File: config.mk
export PLATFORM = sky130hd
export DESIGN_NAME = mpRxCtrl
export DESIGN_NICKNAME = d
export VERILOG_FILES = /design/src/rtl/mprx_pkg.sv /design/src/rtl/mpRxCtrl_ctrl.sv /design/src/rtl/mpRxCtrl_dp.sv /design/src/rtl/mpRxCtrl.sv
export SDC_FILE = /design/constraint.sdc
export NUM_CORES = 1
export LEC_CHECK = 0
export BUFFER_PORTS_ARGS = -buffer_cell sky130_fd_sc_hd__buf_2
export CORE_MARGIN = 2
export CORE_UTILIZATION = 50
export CTS_CLUSTER_SIZE = 8
export DETAILED_ROUTE_END_ITERATION = 8
export PLACE_DENSITY_LB_ADDON = 0.12
export SLEW_MARGIN = 20
export SYNTH_ARGS = -nofsm -noshare
export SYNTH_HDL_FRONTEND = slang
export SYNTH_HIERARCHICAL = 1
export SYNTH_SLANG_ARGS = --single-unit
File: constraint.sdc
create_clock -name clk -period 5.4 [get_ports clk]
set_input_delay 0.81 -clock clk [delete_from_list [all_inputs] [get_ports clk]]
set_output_delay 0.81 -clock clk [all_outputs]
set_load 0.05 [all_outputs]
File: src/rtl/mprx_pkg.sv
package mprx_pkg;

  // register offsets
  localparam logic [2:0] OFS_CTRL = 3'd0;
  localparam logic [2:0] OFS_VSEL = 3'd1;
  localparam logic [2:0] OFS_NODE = 3'd2;
  localparam logic [2:0] OFS_MASK = 3'd3;
  localparam logic [2:0] OFS_RBUF = 3'd4;

  // control register bit positions
  localparam int CB_VIEW = 7;
  localparam int CB_FILT = 5;
  localparam int CB_NINE = 2;
  localparam int CB_RI   = 0;

  typedef enum logic [1:0] {
    RX_IDLE,
    RX_START,
    RX_BITS,
    RX_STOP
  } rxState_t;

  typedef struct packed {
    logic shiftEn;    // sample the line into the shift register
    logic frameDone;  // stop bit sampled now
  } rxStrobe_t;

endpackage

File: src/rtl/mpRxCtrl_ctrl.sv
module mpRxCtrl_ctrl
  import mprx_pkg::*;
#(
  parameter int OVS   = 16,
  parameter int NBITS = 9
) (
  input  logic      clk,
  input  logic      rstN,
  input  logic      baudTick,
  input  logic      lineNow,
  output rxStrobe_t strb
);

  localparam int CNT_W = $clog2(OVS);
  localparam int BIT_W = $clog2(NBITS + 1);
  localparam logic [CNT_W-1:0] CNT_LAST = CNT_W'(OVS - 1);
  localparam logic [CNT_W-1:0] CNT_HALF = CNT_W'(OVS / 2 - 1);
  localparam logic [BIT_W-1:0] BIT_LAST = BIT_W'(NBITS - 1);

  rxState_t         state;
  logic [CNT_W-1:0] tickCnt;
  logic [BIT_W-1:0] bitIdx;
  logic             sawHigh;

  always_ff @(posedge clk or negedge rstN) begin
    if (!rstN) begin
      state   <= RX_IDLE;
      tickCnt <= '0;
      bitIdx  <= '0;
      sawHigh <= 1'b0;
    end else if (baudTick) begin
      case (state)
        RX_IDLE: begin
          if (lineNow) begin
            sawHigh <= 1'b1;
          end else if (sawHigh) begin
            state   <= RX_START;
            tickCnt <= '0;
            sawHigh <= 1'b0;
          end
        end
        RX_START: begin
          if (tickCnt == CNT_HALF) begin
            tickCnt <= '0;
            bitIdx  <= '0;
            state   <= lineNow ? RX_IDLE : RX_BITS;
          end else begin
            tickCnt <= tickCnt + 1'b1;
          end
        end
        RX_BITS: begin
          if (tickCnt == CNT_LAST) begin
            tickCnt <= '0;
            if (bitIdx == BIT_LAST) state <= RX_STOP;
            else bitIdx <= bitIdx + 1'b1;
          end else begin
            tickCnt <= tickCnt + 1'b1;
          end
        end
        default: begin
          if (tickCnt == CNT_LAST) begin
            tickCnt <= '0;
            state   <= RX_IDLE;
          end else begin
            tickCnt <= tickCnt + 1'b1;
          end
        end
      endcase
    end
  end

  always_comb begin
    strb.shiftEn   = baudTick && (state == RX_BITS) && (tickCnt == CNT_LAST);
    strb.frameDone = baudTick && (state == RX_STOP) && (tickCnt == CNT_LAST);
  end

endmodule

File: src/rtl/mpRxCtrl_dp.sv
module mpRxCtrl_dp
  import mprx_pkg::*;
#(
  parameter int DATA_W = 8,   // at least 8: control bits live up to bit 7
  parameter int SYNC   = 2
) (
  input  logic              clk,
  input  logic              rstN,
  input  logic              rxLine,
  input  rxStrobe_t         strb,
  input  logic              regWrEn,
  input  logic [2:0]        regAddr,
  input  logic [DATA_W-1:0] regWrData,
  output logic [DATA_W-1:0] regRdData,
  output logic              lineNow,
  output logic              riFlag,
  output logic              feFlag,
  output logic              sm0,
  output logic              sm2,
  output logic              selFe,
  output logic              rb8,
  output logic [DATA_W-1:0] rxBuf
);

  logic [SYNC-1:0]   syncQ;
  logic [DATA_W:0]   shReg;
  logic [DATA_W-1:0] nodeAddr;
  logic [DATA_W-1:0] addrMask;
  logic [DATA_W-1:0] rxByte;
  logic              rxNinth;
  logic              givenHit;
  logic              bcastHit;
  logic              accept;
  logic              ctrlWr;

  always_ff @(posedge clk or negedge rstN) begin
    if (!rstN) syncQ <= '1;
    else       syncQ <= {syncQ[SYNC-2:0], rxLine};
  end
  assign lineNow = syncQ[SYNC-1];

  always_ff @(posedge clk or negedge rstN) begin
    if (!rstN)             shReg <= '0;
    else if (strb.shiftEn) shReg <= {lineNow, shReg[DATA_W:1]};
  end

  assign rxByte   = shReg[DATA_W-1:0];
  assign rxNinth  = shReg[DATA_W];
  assign givenHit = ((rxByte ^ nodeAddr) & addrMask) == '0;
  assign bcastHit = (~rxByte & (nodeAddr | addrMask)) == '0;
  assign accept   = strb.frameDone && (!sm2 || (rxNinth && (givenHit || bcastHit)));
  assign ctrlWr   = regWrEn && (regAddr == OFS_CTRL);

  always_ff @(posedge clk or negedge rstN) begin
    if (!rstN) begin
      riFlag   <= 1'b0;
      feFlag   <= 1'b0;
      sm0      <= 1'b0;
      sm2      <= 1'b0;
      selFe    <= 1'b0;
      rb8      <= 1'b0;
      rxBuf    <= '0;
      nodeAddr <= '0;
      addrMask <= '0;
    end else begin
      if (accept)      riFlag <= 1'b1;
      else if (ctrlWr) riFlag <= regWrData[CB_RI];

      if (accept && !riFlag) begin
        rxBuf <= rxByte;
        rb8   <= rxNinth;
      end

      if (strb.frameDone && !lineNow) feFlag <= 1'b1;
      else if (ctrlWr && selFe && !regWrData[CB_VIEW]) feFlag <= 1'b0;

      if (ctrlWr && !selFe) sm0 <= regWrData[CB_VIEW];
      if (ctrlWr)           sm2 <= regWrData[CB_FILT];

      if (regWrEn && regAddr == OFS_VSEL) selFe    <= regWrData[0];
      if (regWrEn && regAddr == OFS_NODE) nodeAddr <= regWrData;
      if (regWrEn && regAddr == OFS_MASK) addrMask <= regWrData;
    end
  end

  always_comb begin
    regRdData = '0;
    case (regAddr)
      OFS_CTRL: begin
        regRdData[CB_VIEW] = selFe ? feFlag : sm0;
        regRdData[CB_FILT] = sm2;
        regRdData[CB_NINE] = rb8;
        regRdData[CB_RI]   = riFlag;
      end
      OFS_VSEL: regRdData[0] = selFe;
      OFS_NODE: regRdData = nodeAddr;
      OFS_MASK: regRdData = addrMask;
      OFS_RBUF: regRdData = rxBuf;
      default:  regRdData = '0;
    endcase
  end

endmodule

File: src/rtl/mpRxCtrl.sv
module mpRxCtrl
  import mprx_pkg::*;
#(
  parameter int DATA_W = 8,
  parameter int OVS    = 16,
  parameter int SYNC   = 2
) (
  input  logic              clk,
  input  logic              rstN,
  input  logic              baudTick,
  input  logic              rxLine,
  input  logic              regWrEn,
  input  logic [2:0]        regAddr,
  input  logic [DATA_W-1:0] regWrData,
  output logic [DATA_W-1:0] regRdData,
  output logic              ri
);

  localparam int NBITS = DATA_W + 1;

  rxStrobe_t         strb;
  logic              lineNow;
  logic              feFlag;
  logic              sm0;
  logic              sm2;
  logic              selFe;
  logic              rb8;
  logic [DATA_W-1:0] rxBuf;

  mpRxCtrl_ctrl #(.OVS(OVS), .NBITS(NBITS)) u_ctrl (
    .clk      (clk),
    .rstN     (rstN),
    .baudTick (baudTick),
    .lineNow  (lineNow),
    .strb     (strb)
  );

  mpRxCtrl_dp #(.DATA_W(DATA_W), .SYNC(SYNC)) u_dp (
    .clk       (clk),
    .rstN      (rstN),
    .rxLine    (rxLine),
    .strb      (strb),
    .regWrEn   (regWrEn),
    .regAddr   (regAddr),
    .regWrData (regWrData),
    .regRdData (regRdData),
    .lineNow   (lineNow),
    .riFlag    (ri),
    .feFlag    (feFlag),
    .sm0       (sm0),
    .sm2       (sm2),
    .selFe     (selFe),
    .rb8       (rb8),
    .rxBuf     (rxBuf)
  );

endmodule

Word level (Yosys, flattened, before mapping)
Index checks and enable logic that the tools add are counted.
{ "op_classes": {"n_addsub": 2, "eq_ne": 16, "muxes": 30, "bitwise": 5, "n_reduce_logical": 34} }
{ "op_table": {"columns": ["op", "n"], "rows": [
  ["2-to-1 mux 4 bit", 7],
  ["bitwise AND 8 bit", 2],
  ["zero test 8 bit", 2],
  ["one-hot mux 4 bit (2 select lines)", 2],
  ["logical AND 1 bit", 15],
  ["2-to-1 mux 2 bit", 7],
  ["one-hot mux 1 bit (4 select lines)", 3],
  ["one-hot mux 2 bit (3 select lines)", 2],
  ["adder 4 x 1 -> 4 bit (second input constant)", 2],
  ["== test 4 bit (second input constant)", 2],
  ["!= test 2 x 1 -> 1 bit (second input constant)", 4],
  ["inverter 8 bit", 1],
  ["bitwise OR 8 bit", 1],
  ["XOR 8 bit", 1],
  ["AND reduction 7 bit", 1],
  ["== test 3 x 2 -> 1 bit (second input constant)", 2],
  ["2-to-1 mux 1 bit", 6],
  ["one-hot mux 1 bit (3 select lines)", 2],
  ["nonzero test 2 bit", 3],
  ["zero test 1 bit", 5],
  ["one-hot mux 1 bit (5 select lines)", 1],
  ["AND reduction 5 bit", 1],
  ["== test 2 bit (second input constant)", 2],
  ["== test 4 x 3 -> 1 bit (second input constant)", 1],
  ["other kinds (10)", 12]
]} }
{ "word_totals": {"regBits": 52, "input_bits": 16, "elab_cells": 102} }

Longest topological paths before layout
Gate-level depths: netlist of run 1.
{ "logic_depth": {"ltp_word": 8, "ltp_mapped": 8, "mapped_depth_nobuf": 8} }

Cells and area by module
The synthesis of run 1 kept the hierarchy.
{ "by_module_without_submodules": {"columns": ["module", "instances", "cells_each", "area_each_um2"], "rows": [
  ["mpRxCtrl_dp", 1, 163, 1990.7],
  ["mpRxCtrl_ctrl", 1, 76, 694.4]
]} }

Worst setup path before layout of run 1
No wires, ideal clock.
{ "synth_timing": {"path_kind": "input -> output", "from": "input regAddr[2]", "to": "output regRdData[1]", "arrival_time_ns": 2.626, "required_ns": 4.590, "setup_slack_ns": 1.964, "cell_stages": 4, "cell_sequence": "clkbuf_1 > nor2b_1 > a22oi_1 > o21ai_0"} }
{ "synth_between": {"elab_chain_cells": 2, "elab_cells_between_ends": 4} }
{ "synth_lines": {"columns": ["element", "line_no", "source"], "rows": [
  ["start: declaration", "mpRxCtrl.sv:13", "input logic [2:0] regAddr,"],
  ["== test 3 bit / == test 3 x 2 -> 1 bit (equally long branches)", "mpRxCtrl_dp.sv:88", "case (regAddr)"],
  ["one-hot mux 1 bit (3 select lines) (*)", "mpRxCtrl_dp.sv:88", null],
  ["end: declaration", "mpRxCtrl.sv:15", "output logic [DATA_W-1:0] regRdData,"]
]} }
Mark *: on every way between the ends. The rest lies on a longest branch, timed or not.

Worst setup path after layout of run 1
{ "layout_timing": {"from": "input regAddr[0]", "to": "output regRdData[6]"} }
The elaborated chain is that of the path after synthesis.

==> results of run 1 <==
[power breakdown]
group / switching (mW) / total [mW] / leakage [nW] / internal (mW)
Sequential: 0.0916 / 0.551 / 0.652 / 0.460
Clock: 0.123 / 0.287 / 0.0645 / 0.164
Combinational: 0.146 / 0.274 / 0.640 / 0.128
[sequential cells by signal (all words and copies together), names as in the netlist]
name,flops
u_ctrl/bitIdx,4
u_dp/nodeAddr,8
u_ctrl/sawHigh,1
u_ctrl/tickCnt,4
u_dp/sm2,1
u_dp/rb8,1
u_dp/shReg,9
u_dp/riFlag,1
u_dp/syncQ,2
u_dp/addrMask,8
u_dp/sm0,1
u_dp/selFe,1
u_ctrl/state,2
u_dp/rxBuf,8
u_dp/feFlag,1
[final cells by class]
| class | instances | share of cell area (%) |
|---|---|---|
| multi-input combinational | 174 | 44.37 |
| sequential | 52 | 43.49 |
| timing repair buffer | 25 | 4.257 |
| clock buffer | 7 | 3.214 |
| tap | 70 | 2.922 |
| clock inverter | 1 | 1.002 |
| inverter | 6 | 0.7513 |
[path summary, 6_finish.rpt]
check,cells past startpoint,slack [ps],startpoint,endpoint
max,6,2580,regAddr[0],regRdData[6]
min,0,360,u_dp/syncQ[0],u_dp/syncQ[1]
max reg2reg,8,3100,u_ctrl/tickCnt[0],u_dp/rxBuf[2]
min reg2reg,0,360,u_dp/syncQ[0],u_dp/syncQ[1]
max in group asynchronous,2,4350,rstN,u_dp/shReg[6]
min in group asynchronous,2,610,rstN,u_dp/addrMask[5]
[per-layer routing]
metal,track usage (%),up-vias,wire length [um],share of wire (%)
li1,-,921,-,-
met1,23.14,928,2424,47
met2,32.52,15,2507,49
met3,3.882,6,125,2.4
met4,6.429,0,68,1.3
met5,0,-,0,0
[critical path: cells and delay by family]
family | cells | cell delay [ps]
AO/OA/AOI/OAI | 1 | 90
buffers and inverters | 2 | 520
AND/OR/NAND/NOR | 3 | 590
[cell usage in the layout, fill, tap and decap left out, drive strengths merged, types with 7 or more instances in the layout]
| master | synthesis | final |
|---|---|---|
| a21oi | 9 | 9 |
| buf | 3 | 25 |
| clkbuf | 4 | 7 |
| dfrtp | 50 | 50 |
| mux2 | 38 | 38 |
| nand2 | 15 | 15 |
| nand3 | 7 | 7 |
| nor2 | 18 | 18 |
| o21ai | 16 | 16 |
| xor2 | 9 | 9 |
[cells by family after synthesis]
kind of cell               Yosys count
muxes                               44
adders and majority gates            3
xor gates and xnor gates             9
DFF                                 52
AOI/OAI and AO/OA                   52
buffers and inverters               13
and+or+nand+nor                     66
[through the flow]
stage | std cells | power, mW
after global routing | 335 | 1.185
after CTS | 335 | 1.125
after floorplan | 239 | 0.7583
after global placement | 327 | 0.8262
after detailed placement | 327 | 0.8353
final | 335 | 1.112
==> run metrics, run 1 <==
Final GP Congestion=0.8247; clk_lat worst skew=300 ps; num rows=26; Synth area leader=dfrtp_1; asr flop ratio synth=100.0%; IO Pins=25; max-slew violation count=0; Avg Inst Size Synth=11.23 um2; gr ovfl total=0; Post-Place Setup Slack=2577 ps; CP peak stage delay=400 ps; Max Cap Viol=0; sequential element share of the synthesized area=48.56%; largest net degree at the start of global routing=53; Clock Skew=9.564 ps; cells along the critical path=buf_2, nand2_1, nor2_1, nand2_1, o21ai_0, buf_2; die area=5972 um2; largest family of logic cells by synthesized area=multiplexers; Worst setup EP type=primary output; CTS Root Cell=clkbuf_8; main area contributors after synthesis=dfrtp_1, mux2_2, xor2_1; Req. time, crit path=4590 ps; post-synth cell types=51; WS Path Type=input port to primary output; Post-DRT Antenna Nets=0; Sequential Area=1304 um2; initial DRC count=100; Hold Vio Cnt, Final=0; RSZ-0062 raised after global routing=false; Tmin final=2823 ps; P&R area growth vs syn=11.65%; DR vias=1870; CP max stage cell=nor2_1; syn_nets=258; final worst slack=2577 ps; H-tree depth=2; Synth top cells by count=dfrtp_1, mux2_2, nor2_1, nand2_1, o21ai_0; mapped cell area=2685 um2; Util after Layout=58.33%; I/O Buffers=24; first-pass GRT wire length=8.963 mm; First-pass DRT Iterations=6; crit-path max FO=15; Post-Synth Simple-Gate Area=13.14%; # hold bufs at CTS=0; Die H=77.28 um; xor and xnor area share after synthesis=2.936%; CTS tree=built; synthesis-stage register bit count=52; GRT Util Overall=18.74%; CP Data Arrival Time=2010 ps; Worst-path clk slew=90 ps; vias in the first global route=1920; post-synthesis adder-cell area fraction=1.398%; Fillers=472; Slew headroom=53.31%; share of layout cells above drive strength 1=31.32%; initial antenna violation count=0; Post-Synthesis Cells=239; top-count cell post-synth=dfrtp_1; power density of the placed cells=371.0 nW/um2; Fmax=0.3543 GHz; outcome=completed; Least-Margin Pin Slew=697.3 ps; Max VDD drop=0.2548 mV; Core Area=5140 um2; WHS=359.8 ps; setup_tns=0 ps; Nets=283; Setup Buffers After CTS=0; DRT Wirelength=5.125 mm; static leakage=1.356 nW; period utilization=52.27%; total CTS buffers=5; Die X=77.28 um; routed len/inst=15.30 um; Synth top area share=46.60%; initial core utilization=52.24%; DP HPWL=3.716 mm; Synth Warn #=6; Post-synth EDFFs=0; # resized after CTS=0; Multi-input gate area=1330 um2; Synth Area in Compound Gates=13.89%; multiplexer area fraction after synthesis=18.17%; clk sinks=52; placed inst area=2872 um2; # diodes=0; Hold Crit Class=flop to flop; Final setup viols=0; main flop type after synthesis=dfrtp_1; CP Launch Type=input port; clk buf depth=2; vias per cell=5.582; cell area after layout=2998 um2; DRC viols=0
(Power assumes the default switching activity.)
==> inputs of run 2 (changes only) <==
--- a/config.mk
+++ b/config.mk
@@ -5,6 +5,7 @@
 export SDC_FILE = /design/constraint.sdc
 export NUM_CORES = 1
 export LEC_CHECK = 0
+export ABC_AREA = 1
 export BUFFER_PORTS_ARGS = -buffer_cell sky130_fd_sc_hd__buf_2
 export CORE_MARGIN = 2
 export CORE_UTILIZATION = 50
==> constraint.sdc (replaced) <==
create_clock -name clk -period 2.7 [get_ports clk]
set_input_delay 0.405 -clock clk [delete_from_list [all_inputs] [get_ports clk]]
set_output_delay 0.405 -clock clk [all_outputs]
set_load 0.05 [all_outputs]
==> run 2 against run 1 <==
- synthesized cell count increased by 49%
- first-iteration DRC count increased by 88%
- critical path type unchanged
- routed wire length increased by 21%
- utilization increased by 0.28 points
- worst hold slack got worse by 350 ps
- clock power increased by 100%
- largest power group unchanged
- critical path depth increased by 1
- die area increased by 1.8%
- cell count increased by 36%
- power increased by 100%
- sequential share of layout area decreased by 0.75 points
- highest routed layer unchanged
==> run metrics, run 2 <==
DRC viols=0; worst reg2reg endpoint=u_dp/rxBuf[3]; DR vias=2365; Setup Buffers After CTS=0; vias in the first global route=2246; Max VDD drop=0.4010 mV; asr flop ratio synth=100.0%; IO Pins=25; Die X=77.96 um; Max Cap Viol=0; num rows=26; Worst R2R Path Depth=10; initial antenna violation count=0; CTS Root Cell=clkbuf_8; initial DRC count=188; most frequent cells in the layout=nand2_1, dfrtp_1, inv_1; # resized after CTS=0; P&R area growth vs syn=11.53%; clk sinks=52; Slew headroom=63.40%; Post-Synthesis Cells=356; Clock Skew=13.69 ps; die area=6078 um2; GRT Util Overall=22.28%; Worst-path clk slew=90 ps; max-slew violation count=0; First-pass DRT Iterations=5; Die H=77.96 um; period utilization=74.58%; post-synth cell types=32; # hold bufs at CTS=0; RSZ-0062 raised after global routing=false; syn_nets=375; H-tree depth=2; initial core utilization=52.55%; first-pass GRT wire length=10.63 mm; Synth top area share=45.75%; mapped cell area=2735 um2; Tmin final=2014 ps; Fmax=0.4966 GHz; Avg Inst Size Synth=7.683 um2; Synth top cells by count=nand2_1, dfrtp_1, inv_1, o21ai_0, nand3_1; share of layout cells above drive strength 1=14.84%; static leakage=1.550 nW; Synth area leader=dfrtp_1; # diodes=0; Synth Warn #=6; Final setup viols=0; Reg with most FFs=u_dp/shReg; DP HPWL=4.497 mm; crit-path max FO=9; Final GP Congestion=0.8936; Hold Vio Cnt, Final=0; WHS=6.235 ps; Post-DRT Antenna Nets=0; power density of the placed cells=744.9 nW/um2; commonest non-fill, non-tap cell in the layout=nand2_1; Core Area=5205 um2; outcome=completed; clk_lat worst skew=310 ps; Post-synth EDFFs=0; WS Path Type=input port to primary output; Req. time, crit path=2300 ps; clk buf depth=2; vias per cell=5.209; synthesis-stage register bit count=52; max reg flops=9; CP Data Arrival Time=1610 ps; routed len/inst=13.64 um; Nets=402; Worst R2R Setup Slack=880 ps; Least-Margin Pin Slew=547.7 ps; sequential element share of the synthesized area=47.67%; Hold Crit Class=input port to async pin; top-count cell post-synth=nand2_1; reg-to-reg startpoint=u_dp/addrMask[0]; DRT Wirelength=6.191 mm; Worst setup EP type=primary output; largest net degree at the start of global routing=21; I/O Buffers=24; setup_tns=0 ps; CTS tree=built; main area contributors after synthesis=dfrtp_1, nand2_1, o21ai_0; main flop type after synthesis=dfrtp_1; gr ovfl total=0; total CTS buffers=5; CP Launch Type=input port
==> run 2: final cells by class <==
cell class	instances	area, um2
Clock buffer	7	96.34
Clock inverter	1	30.03
Fill cell	511	2155
Inverter	46	172.7
Multi-Input combinational cell	250	1210
Sequential cell	52	1304
Tap cell	70	87.58
Timing Repair Buffer	28	150.1
==> run 2: layer usage <==
metal / wire length [um] / vias to the layer above / part of all wire, % / track usage [%]
li1: - / 1199 / - / -
met1: 3168 / 1107 / 51 / 33.69
met2: 2616 / 52 / 42 / 32.33
met3: 337 / 7 / 5.4 / 4.419
met4: 69 / 0 / 1.1 / 6.667
met5: 0 / - / 0 / 0
==> run 2: worst max-delay path by stage <==
stage | slack (ps) | depth (start not counted) | endpoint | start
after floorplan | 240 | 3 | regRdData[0] | u_dp/riFlag
after global placement | 740 | 7 | regRdData[0] | regAddr[0]
after detailed placement | 670 | 7 | regRdData[0] | regAddr[2]
after CTS | 670 | 7 | regRdData[0] | regAddr[2]
after global routing | 530 | 7 | regRdData[0] | regAddr[2]
final | 690 | 7 | regRdData[0] | regAddr[2]
==> run 2: worst max-delay path, cell delays in order <==
cell	delay, ps
buf_2	110
inv_1	80
nand3_1	80
clkinv_1	230
a221oi_1	340
o21ai_0	130
buf_2	230
==> run 2: cell families after synthesis <==
family | synth area share (%)
AO/OA/AOI/OAI | 12.03
XOR/XNOR | 0.9608
adder cells (fa/ha/maj) | 1.373
buffers and inverters | 8.325
flip-flops | 47.67
multiplexers | 0.4117
AND/OR/NAND/NOR | 29.23
==> run 2: through the flow <==
stage / area [um2] / util [%] / power (mW) / setup WS [ps] / std cells
2_1_floorplan: 2735 / - / 1.534 / 244.2 / 356
3_3_place_gp: 2924 / 56.18 / 1.688 / 743.6 / 446
3_5_place_dp: 2924 / 56.18 / 1.705 / 672.6 / 446
4_1_cts: 3050 / 58.61 / 2.293 / 665.8 / 454
5_1_grt: 3050 / 58.61 / 2.446 / 529.3 / 454
6_report: 3050 / 58.61 / 2.272 / 686.3 / 454
==> run 2: where the power goes <==
group / internal (mW) / switching [mW]
clock: 0.327 / 0.257
sequential: 0.901 / 0.130
combinational: 0.213 / 0.444
